**config.mk**
```make
export PLATFORM = sky130hd
export DESIGN_NAME = eeprom_seq
export DESIGN_NICKNAME = d
export VERILOG_FILES = /design/src/rtl/eeprom_seq_pkg.sv /design/src/rtl/eeprom_seq_geom.sv /design/src/rtl/eeprom_seq_timer.sv /design/src/rtl/eeprom_seq.sv
export SDC_FILE = /design/constraint.sdc
export NUM_CORES = 1
export LEC_CHECK = 0
export BUFFER_PORTS_ARGS = -buffer_cell sky130_fd_sc_hd__buf_2
export CORE_MARGIN = 2
export CORE_UTILIZATION = 55
export DETAILED_ROUTE_END_ITERATION = 10
export GPL_TIMING_DRIVEN = 0
export PLACE_DENSITY_LB_ADDON = 0.05
export SYNTH_ARGS = -nofsm -noshare
export SYNTH_HDL_FRONTEND = slang
export SYNTH_SLANG_ARGS = --single-unit
```
**constraint.sdc**
```tcl
create_clock -name clk -period 11.71 [get_ports clk]
set_clock_uncertainty 0.1 [all_clocks]
set_input_delay 3.513 -clock clk [delete_from_list [all_inputs] [get_ports clk]]
set_output_delay 3.513 -clock clk [all_outputs]
set_load 0.02 [all_outputs]
```
**src/rtl/eeprom_seq_pkg.sv**
```systemverilog
package eeprom_seq_pkg;

  typedef enum logic [2:0] {
    OP_START = 3'd0,
    OP_STOP  = 3'd1,
    OP_WRITE = 3'd2,
    OP_READ  = 3'd3,
    OP_ACK   = 3'd4,
    OP_NACK  = 3'd5
  } prim_op_e;

  localparam logic [1:0] MODE_8K  = 2'd1;
  localparam logic [1:0] MODE_16K = 2'd2;

  localparam logic [2:0] ERR_NONE    = 3'd0;
  localparam logic [2:0] ERR_ADDR    = 3'd1;
  localparam logic [2:0] ERR_RANGE   = 3'd2;
  localparam logic [2:0] ERR_NOSPACE = 3'd3;
  localparam logic [2:0] ERR_WRITE   = 3'd4;

endpackage

```
**src/rtl/eeprom_seq_geom.sv**
```systemverilog
module eeprom_seq_geom
  import eeprom_seq_pkg::*;
#(
  parameter int SW = 15
) (
  input  logic [1:0]    mode,
  output logic [SW-1:0] size,
  output logic [6:0]    page_mask,
  output logic [7:0]    sel,
  output logic          wide
);

  always_comb begin
    case (mode)
      MODE_8K: begin
        size = SW'(8191); page_mask = 7'd15; sel = 8'h80; wide = 1'b0;
      end
      MODE_16K: begin
        size = SW'(16384); page_mask = 7'd63; sel = 8'hA0; wide = 1'b1;
      end
      default: begin
        size = SW'(2048); page_mask = 7'd15; sel = 8'hA0; wide = 1'b0;
      end
    endcase
  end

endmodule

```
**src/rtl/eeprom_seq_timer.sv**
```systemverilog
module eeprom_seq_timer #(
  parameter int TICK_DIV = 250,
  parameter int UW       = 20
) (
  input  logic          clk,
  input  logic          rst_n,
  input  logic          start,
  input  logic [UW-1:0] load_us,
  output logic          expired
);

  localparam int DW = (TICK_DIV > 1) ? $clog2(TICK_DIV) : 1;

  logic [DW-1:0] div_q, div_d;
  logic [UW-1:0] left_q, left_d;
  logic          tick;

  assign tick = (div_q == DW'(TICK_DIV - 1));

  always_comb begin
    div_d  = div_q;
    left_d = left_q;
    if (start) begin
      div_d  = '0;
      left_d = load_us;
    end else if (left_q != '0) begin
      if (tick) begin
        div_d  = '0;
        left_d = left_q - 1'b1;
      end else begin
        div_d = div_q + 1'b1;
      end
    end
  end

  always_ff @(posedge clk or negedge rst_n) begin
    if (!rst_n) begin
      div_q  <= '0;
      left_q <= '0;
    end else begin
      div_q  <= div_d;
      left_q <= left_d;
    end
  end

  assign expired = (left_q == '0);

  // a running wait never grows unless it is reloaded
  a_r6_count_down: assert property (@(posedge clk) disable iff (!rst_n)
    (!start && left_q != '0) |=> (left_q <= $past(left_q)));

  // the divider stays inside its range
  a_r7_div_range: assert property (@(posedge clk) disable iff (!rst_n)
    32'(div_q) < TICK_DIV);

endmodule

```
**src/rtl/eeprom_seq.sv**
```systemverilog
module eeprom_seq
  import eeprom_seq_pkg::*;
#(
  parameter int CLK_HZ     = 250_000_000,
  parameter int BACKOFF_US = 1000,
  parameter int AW         = 14,
  parameter int CW         = 15,
  parameter int UW         = 20,
  parameter int MAX_TRIES  = 10
) (
  input  logic          clk,
  input  logic          rst_n,
  input  logic          req_valid,
  output logic          req_ready,
  input  logic          req_write,
  input  logic [1:0]    req_mode,
  input  logic [AW-1:0] req_addr,
  input  logic [CW-1:0] req_count,
  input  logic [UW-1:0] wcycle_us,
  output logic          wr_req,
  output logic [CW-1:0] wr_idx,
  input  logic          wr_valid,
  input  logic [7:0]    wr_data,
  output logic          rd_valid,
  output logic [7:0]    rd_data,
  input  logic          rd_ready,
  output logic          busy,
  output logic          done,
  output logic [CW-1:0] done_count,
  output logic [2:0]    done_err,
  output logic          retry_stb,
  output logic [3:0]    retry_cnt,
  output logic          prim_valid,
  output logic [2:0]    prim_op,
  output logic [7:0]    prim_data,
  input  logic          prim_done,
  input  logic          prim_ack,
  input  logic [7:0]    prim_rdata
);

  localparam int SW       = AW + 1;
  localparam int TICK_DIV = (CLK_HZ / 1_000_000 > 0) ? CLK_HZ / 1_000_000 : 1;

  typedef enum logic [4:0] {
    S_IDLE, S_BACKOFF, S_ASTART, S_ASEL, S_AHI, S_ALO, S_AFAIL,
    S_RSTART, S_RSEL, S_RBYTE, S_RPUSH, S_RACK, S_RNACK,
    S_WFETCH, S_WBYTE, S_WSTOP, S_WWAIT, S_STOP, S_DONE
  } state_e;

  state_e        st_q, st_d;
  logic          pend_q, pend_d;
  logic          wr_q, wr_d, wfail_q, wfail_d;
  logic [1:0]    mode_q, mode_d;
  logic [SW-1:0] base_q, base_d, cur_q, cur_d;
  logic [CW-1:0] eff_q, eff_d, xfer_q, xfer_d;
  logic [3:0]    att_q, att_d, pass_q, pass_d;
  logic [7:0]    rbuf_q, rbuf_d, data_q, data_d;
  logic [2:0]    err_q, err_d;
  logic          stb_q, stb_d;
  logic [3:0]    rcnt_q, rcnt_d;

  logic [1:0]    g_mode;
  logic [SW-1:0] g_size, room;
  logic [6:0]    g_mask;
  logic [7:0]    g_sel, pg8;
  logic          g_wide;
  logic          tmr_go, tmr_exp;
  logic [UW-1:0] tmr_load;
  logic          cmd_st, adv;
  prim_op_e      op_c;
  logic [7:0]    dat_c;

  assign g_mode = (st_q == S_IDLE) ? req_mode : mode_q;

  eeprom_seq_geom #(.SW(SW)) u_geom (
    .mode(g_mode), .size(g_size), .page_mask(g_mask), .sel(g_sel), .wide(g_wide)
  );

  eeprom_seq_timer #(.TICK_DIV(TICK_DIV), .UW(UW)) u_timer (
    .clk(clk), .rst_n(rst_n), .start(tmr_go), .load_us(tmr_load), .expired(tmr_exp)
  );

  assign pg8  = 8'(cur_q >> 8);
  assign room = g_size - SW'(req_addr);

  always_comb begin
    cmd_st = 1'b1;
    dat_c  = 8'h00;
    op_c   = OP_START;
    case (st_q)
      S_ASTART, S_RSTART:          op_c = OP_START;
      S_AFAIL, S_WSTOP, S_STOP:    op_c = OP_STOP;
      S_ASEL: begin op_c = OP_WRITE; dat_c = g_wide ? g_sel : (g_sel | (pg8 << 1)); end
      S_AHI:  begin op_c = OP_WRITE; dat_c = pg8; end
      S_ALO:  begin op_c = OP_WRITE; dat_c = cur_q[7:0]; end
      S_RSEL: begin op_c = OP_WRITE; dat_c = g_wide ? (g_sel | 8'h01) : (g_sel | 8'h01 | (pg8 << 1)); end
      S_WBYTE: begin op_c = OP_WRITE; dat_c = data_q; end
      S_RBYTE:                     op_c = OP_READ;
      S_RACK:                      op_c = OP_ACK;
      S_RNACK:                     op_c = OP_NACK;
      default:                     cmd_st = 1'b0;
    endcase
  end

  assign prim_valid = cmd_st && !pend_q;
  assign prim_op    = op_c;
  assign prim_data  = dat_c;
  assign adv        = pend_q && prim_done;

  always_comb begin
    st_d = st_q; pend_d = pend_q; wr_d = wr_q; wfail_d = wfail_q; mode_d = mode_q;
    base_d = base_q; cur_d = cur_q; eff_d = eff_q; xfer_d = xfer_q;
    att_d = att_q; pass_d = pass_q; rbuf_d = rbuf_q; data_d = data_q; err_d = err_q;
    stb_d = 1'b0; rcnt_d = rcnt_q; tmr_go = 1'b0; tmr_load = wcycle_us;
    if (prim_valid)  pend_d = 1'b1;
    else if (adv)    pend_d = 1'b0;
    case (st_q)
      S_IDLE: if (req_valid) begin
        wr_d = req_write; mode_d = req_mode; base_d = SW'(req_addr); cur_d = SW'(req_addr);
        xfer_d = '0; att_d = '0; pass_d = '0; err_d = ERR_NONE; eff_d = '0;
        if (32'(req_addr) >= 32'(g_size)) begin
          err_d = req_write ? ERR_NOSPACE : ERR_RANGE;
          st_d  = S_DONE;
        end else if (req_count == '0) begin
          st_d = S_DONE;
        end else begin
          eff_d = (32'(req_count) > 32'(room)) ? CW'(room) : req_count;
          st_d  = S_ASTART;
        end
      end
      S_BACKOFF: if (tmr_exp) st_d = S_ASTART;
      S_ASTART:  if (adv) st_d = S_ASEL;
      S_ASEL:    if (adv) st_d = g_wide ? S_AHI : (prim_ack ? S_ALO : S_AFAIL);
      S_AHI:     if (adv) st_d = prim_ack ? S_ALO : S_AFAIL;
      S_ALO: if (adv) begin
        if (prim_ack) begin
          stb_d = 1'b1; rcnt_d = att_q;
          st_d  = wr_q ? S_WFETCH : S_RSTART;
        end else begin
          st_d = S_AFAIL;
        end
      end
      S_AFAIL: if (adv) begin
        if (32'(att_q) == MAX_TRIES - 1) begin
          stb_d = 1'b1; rcnt_d = 4'(MAX_TRIES); err_d = ERR_ADDR; st_d = S_DONE;
        end else begin
          att_d    = att_q + 1'b1;
          tmr_go   = 1'b1;
          tmr_load = UW'((32'(att_q) + 1) * BACKOFF_US);
          st_d     = S_BACKOFF;
        end
      end
      S_RSTART: if (adv) st_d = S_RSEL;
      S_RSEL: if (adv) begin
        if (prim_ack) st_d = S_RBYTE;
        else begin err_d = ERR_ADDR; st_d = S_STOP; end
      end
      S_RBYTE: if (adv) begin rbuf_d = prim_rdata; st_d = S_RPUSH; end
      S_RPUSH: if (rd_ready) begin
        xfer_d = xfer_q + 1'b1; cur_d = cur_q + 1'b1;
        st_d   = (xfer_q + 1'b1 == eff_q) ? S_RNACK : S_RACK;
      end
      S_RACK:  if (adv) st_d = S_RBYTE;
      S_RNACK: if (adv) st_d = S_STOP;
      S_WFETCH: if (wr_valid) begin data_d = wr_data; st_d = S_WBYTE; end
      S_WBYTE: if (adv) begin
        if (prim_ack) begin
          xfer_d  = xfer_q + 1'b1; cur_d = cur_q + 1'b1; wfail_d = 1'b0;
          st_d = ((xfer_q + 1'b1 == eff_q) || (((cur_q + 1'b1) & SW'(g_mask)) == '0))
                 ? S_WSTOP : S_WFETCH;
        end else begin
          wfail_d = 1'b1; st_d = S_WSTOP;
        end
      end
      S_WSTOP: if (adv) begin tmr_go = 1'b1; tmr_load = wcycle_us; st_d = S_WWAIT; end
      S_WWAIT: if (tmr_exp) begin
        att_d = '0;
        if (wfail_q) begin
          if (32'(pass_q) == MAX_TRIES - 1) begin err_d = ERR_WRITE; st_d = S_DONE; end
          else begin
            pass_d = pass_q + 1'b1; cur_d = base_q; xfer_d = '0; st_d = S_ASTART;
          end
        end else begin
          st_d = (xfer_q == eff_q) ? S_DONE : S_ASTART;
        end
      end
      S_STOP: if (adv) st_d = S_DONE;
      S_DONE: st_d = S_IDLE;
      default: st_d = S_IDLE;
    endcase
  end

  always_ff @(posedge clk or negedge rst_n) begin
    if (!rst_n) begin
      st_q <= S_IDLE; pend_q <= 1'b0; wr_q <= 1'b0; wfail_q <= 1'b0; mode_q <= '0;
      base_q <= '0; cur_q <= '0; eff_q <= '0; xfer_q <= '0; att_q <= '0; pass_q <= '0;
      rbuf_q <= '0; data_q <= '0; err_q <= ERR_NONE; stb_q <= 1'b0; rcnt_q <= '0;
    end else begin
      st_q <= st_d; pend_q <= pend_d; wr_q <= wr_d; wfail_q <= wfail_d; mode_q <= mode_d;
      base_q <= base_d; cur_q <= cur_d; eff_q <= eff_d; xfer_q <= xfer_d; att_q <= att_d;
      pass_q <= pass_d; rbuf_q <= rbuf_d; data_q <= data_d; err_q <= err_d;
      stb_q <= stb_d; rcnt_q <= rcnt_d;
    end
  end

  assign req_ready  = (st_q == S_IDLE);
  assign busy       = (st_q != S_IDLE);
  assign done       = (st_q == S_DONE);
  assign done_count = xfer_q;
  assign done_err   = err_q;
  assign rd_valid   = (st_q == S_RPUSH);
  assign rd_data    = rbuf_q;
  assign wr_req     = (st_q == S_WFETCH);
  assign wr_idx     = xfer_q;
  assign retry_stb  = stb_q;
  assign retry_cnt  = rcnt_q;

  // an accepted request raises busy in the next cycle
  a_r10_accept_busy: assert property (@(posedge clk) disable iff (!rst_n)
    (req_valid && req_ready) |=> busy);
  // done is followed by readiness for the next request
  a_r11_done_idle: assert property (@(posedge clk) disable iff (!rst_n)
    done |=> req_ready);
  // only one primitive command is in flight
  a_r3_single_cmd: assert property (@(posedge clk) disable iff (!rst_n)
    prim_valid |=> !prim_valid);
  // never more bytes than the shortened count
  a_r4_xfer_bound: assert property (@(posedge clk) disable iff (!rst_n)
    xfer_q <= eff_q);
  // attempt index stays below the limit
  a_r7_attempt_cap: assert property (@(posedge clk) disable iff (!rst_n)
    32'(att_q) < MAX_TRIES);
  // pass index stays below the limit
  a_r8_pass_cap: assert property (@(posedge clk) disable iff (!rst_n)
    32'(pass_q) < MAX_TRIES);
  // reported retries never exceed the attempt limit
  a_r9_strobe_range: assert property (@(posedge clk) disable iff (!rst_n)
    retry_stb |-> (32'(retry_cnt) <= MAX_TRIES));
  // a rejected request produces no bus command
  a_r5_reject_quiet: assert property (@(posedge clk) disable iff (!rst_n)
    (req_valid && req_ready && 32'(req_addr) >= 32'(g_size)) |=> (!prim_valid && done));
  // an acknowledged byte at a page end closes the burst
  a_r6_page_stop: assert property (@(posedge clk) disable iff (!rst_n)
    (st_q == S_WBYTE && adv && prim_ack && (((cur_q + 1'b1) & SW'(g_mask)) == '0))
    |=> (st_q == S_WSTOP));

endmodule

```
==> Implementation_results.wiki <==
{| class="wikitable"
! Metric !! Value
|-
| Root Buffer Master || sky130_fd_sc_hd__clkbuf_16
|-
| IO Count || 138
|-
| Status || completed
|-
| Number of global-route vias before repair || approximately 8,700
|-
| Number of failing setup endpoints in the final timing report || 0
|-
| Number of core rows || 48
|-
| Clock network power share || 0.198
|-
| Adder-cell area share of the yosys netlist || 0.0952
|-
| # DRC || 0
|-
| Number of sinks driven by the clock tree || ~130
|-
| Y dimension of the die || 138 um
|-
| Share of synthesized flip-flops with an asynchronous set or reset || 1.00
|-
| Setup repair bufs after CTS || 0
|-
| Final worst path period need || approximately 9 ns
|-
| Internal power || 0.00157 W
|-
| Arrival time at the worst endpoint || 9.38 ns
|-
| Max Cap Viol || 0
|-
| Avg WL per Cell || 17.6 um
|-
| Post-synthesis xor/xnor area fraction || 0.0563
|-
| Sw frac || 0.459
|-
| Final Net Count || 1,479
|-
| Cell chain of the critical path || buf_2 > inv_1 > a31oi_1 > inv_1 > fa_1 > a21oi_1 > o22ai_1 > o41ai_1 > nor3b_1 > o41ai_1 > xnor2_1 > ha_1 > nand4_1 > or2_2 > o31ai_1 > clkbuf_1 > mux2_2 > o21ai_0
|-
| Hold slack || 0.385 ns
|-
| Seq/Total Area, Yosys || 0.329
|-
| Worst Path Max Fanout || 12
|-
| Number of flops mapped to enable cells by yosys || 0
|-
| Placed inst area || about 11,000 sq um
|-
| Static Leak || 5.52 nW
|-
| Final HPWL DP || 21.1 mm
|-
| Die extent in x || 138 um
|-
| Most frequent cells in the layout || sky130_fd_sc_hd__buf_2, sky130_fd_sc_hd__dfrtp_1, sky130_fd_sc_hd__o21ai_0
|-
| Register bit count reported by yosys || 129
|-
| Total Neg Setup Slack || 0 ns
|-
| Main combinational cell family by area after synthesis || compound AO/OA/AOI/OAI gates
|-
| Number of hold violations in the final report || 0
|-
| Leading cell type in the layout, fill and taps excluded || sky130_fd_sc_hd__buf_2
|-
| Kind of path behind the tightest hold check || flip-flop to flip-flop
|-
| Critical setup path kind || input pin to flip-flop
|-
| Slew of the pin with the lowest slew margin || 1.15 ns
|-
| Total congestion overflow after global routing || 0
|-
| DRT iter0 DRCs || 658
|-
| Gates resized, CTS repair || 0
|-
| Total routed wirelength || 27.7 mm
|-
| Clock latency at the later pin of the worst-skew pair || 0.43 ns
|-
| Wire length of the first global-routing pass || 44.4 mm
|-
| Element type at the critical path end || flip-flop
|-
| Global-route usage over all layers || 0.300
|-
| Initial antenna violation count || 0
|-
| Number of warnings issued by yosys || 0
|-
| Post-synthesis mux area share || 0.0481
|-
| Post-Layout Inst Area || 11,400 sq um
|-
| Sequential Power Share || 0.250
|-
| Highest clock frequency the design can meet || 109 MHz
|-
| Clock-pin slew on the worst setup and hold paths || 0.06 ns
|-
| Final estimated routing congestion in global placement || 0.933
|-
| Synthesized-area fraction occupied by and/or/nand/nor cells || 0.200
|-
| RSZ-0062 raised after global routing || no
|-
| Number of buffers created by CTS || 17
|-
| Starting utilization of the core area || 0.565
|-
| Via-per-instance ratio || 5.98
|-
| Post-Syn Area || between 9000 and 10,000 sq um
|-
| Post-layout worst setup margin || 2.57 ns
|-
| Diodes inserted || 0
|-
| Critical path startpoint category || input pin
|-
| H-tree depth || 4
|-
| Avg Cell Area, Syn || around 8.3 sq um
|-
| Count of hold buffers inserted by post-cts repair || 0
|-
| Switching pwr || roughly 0.0013 W
|-
| Number of port buffers || ~140
|-
| Slew Limit Headroom || 0.228
|-
| Data required time at the worst endpoint || 11.95 ns
|-
| Maximum buffer depth of the clock tree || 2
|-
| Final max-slew violation count || 0
|-
| Cell Pwr Density || roughly 250 nW/um^2
|-
| Fill count || 1,536
|-
| Number of iterations in the first detailed-routing pass || 5
|-
| Slowest stage cell on the critical path || sky130_fd_sc_hd__o31ai_1
|-
| Largest net degree at the start of global routing || 97
|-
| Main flop type after synthesis || sky130_fd_sc_hd__dfrtp_1
|-
| Number of routed nets with antenna violations || 0
|-
| Synth-to-Final Area Change || 16.6%
|-
| TritonCTS clock tree || built
|-
| Largest incremental delay on the critical path || 0.77 ns
|-
| Die Outline Area || 18,900 sq um
|-
| Post-Place Worst Slack || 2.27 ns
|-
| Number of standard cells after synthesis || 1,179
|-
| Share of power burned in combinational logic || 0.552
|-
| DR vias || 9,420
|-
| Peak VDD IR || 149 uV
|-
| Core outline area || 17,400 sq um
|-
| Final Total Pwr || 0.00290 W
|-
| Proportion of layout cells with a drive suffix above 1 || 0.181
|-
| Number of nets produced by synthesis || 1,322
|-
| Count of unique library cells instantiated by Yosys || 69
|-
| Compound-cell area share of the yosys netlist || 0.203
|-
| Period utilization || 0.781
|}
## sequential cells by signal, summed over array words and instances (netlist names), 5 cells and up
signal and count:
u_timer.div_q 8, eff_q 15, cur_q 15, u_timer.left_q 20
base_q 14, rd_data 8, st_q 5, done_count 15
data_q 8
## through the flow
| step | utilization | cells |
|---|---|---|
| after floorplan | - | 1179 |
| after global placement | 0.621 | 1541 |
| after detailed placement | 0.623 | 1542 |
| after CTS | 0.659 | 1574 |
| after global routing | 0.659 | 1574 |
| final | 0.659 | 1574 |
## Yosys cell counts, drive strengths merged, types with 12 or more instances
cell type,instances,area (sq um)
nand3,32,160
dfrtp,129,3230
a221oi,18,158
nor4,19,155
or3,15,93.8
nor2,110,418
a21o,12,90.1
o21ai,125,626
buf,25,165
a21oi,69,349
inv,77,289
nand2b,12,75.1
xnor2,34,298
and3,14,87.6
mux2,33,372
ha,57,713
nand4,14,87.6
clkbuf,56,211
xor2,29,254
o31ai,12,90.1
nand2,106,398
nor3,32,171
## power by group through the flow
stage / registers (W) / clock network, W / logic [W]
floorplan: 0.000710 / 0 / 0.00116
global placement: 0.000723 / 0 / 0.00155
detailed placement: 0.000728 / 0 / 0.00157
CTS: 0.000721 / 0.000577 / 0.00159
global route: 0.000746 / 0.000601 / 0.00178
finish: 0.000725 / 0.000573 / 0.00160
## routing by layer
layer,track usage,part of all wire,vias to the layer above
met4,0.0905,0.024,0
met5,0,0,-
li1,-,-,4524
met2,0.499,0.49,322
met3,0.0423,0.054,49
met1,0.407,0.43,4525
## layout make-up
class	count	area [sq um]	share of cell area
repair buffers	138	719	0.0629
clock inverters	14	193	0.0168
inverters	77	289	0.0253
plain buffers	81	377	0.0329
clock buffers	18	439	0.0384
multi-input cells	892	5920	0.517
well taps	225	282	0.0246
flip-flops and latches	129	3230	0.282
## worst max-delay path, delay by kind of cell
family	cells	cell delay, ns
muxes	1	0.42
xor gates and xnor gates	1	0.18
and+or+nand+nor	3	0.64
adders and majority gates	2	0.85
AOI/OAI and AO/OA	7	2.72
buffers and inverters	4	1.06
## path summary, 6_finish.rpt
kind                             startpoint                to  slack [ns]  depth (start not counted)
hold / removal             u_timer.div_q[7]  u_timer.div_q[7]        0.38                          1
min in group asynchronous             rst_n        rd_data[0]        2.87                          1
max in group asynchronous             rst_n           st_q[3]        7.84                          2
setup / recovery                req_mode[1]          eff_q[6]        2.57                         18
setup reg to reg                    st_q[3]          eff_q[6]        4.14                         21
hold reg to reg            u_timer.div_q[7]  u_timer.div_q[7]        0.38                          1
## cell families after synthesis
group	count (synthesis)
simple gates	398
mux	43
fa+ha+maj	68
flops	129
xor+xnor	63
buf+inv	158
compound gates	320
Note: power is estimated with default switching activity, not from simulation.
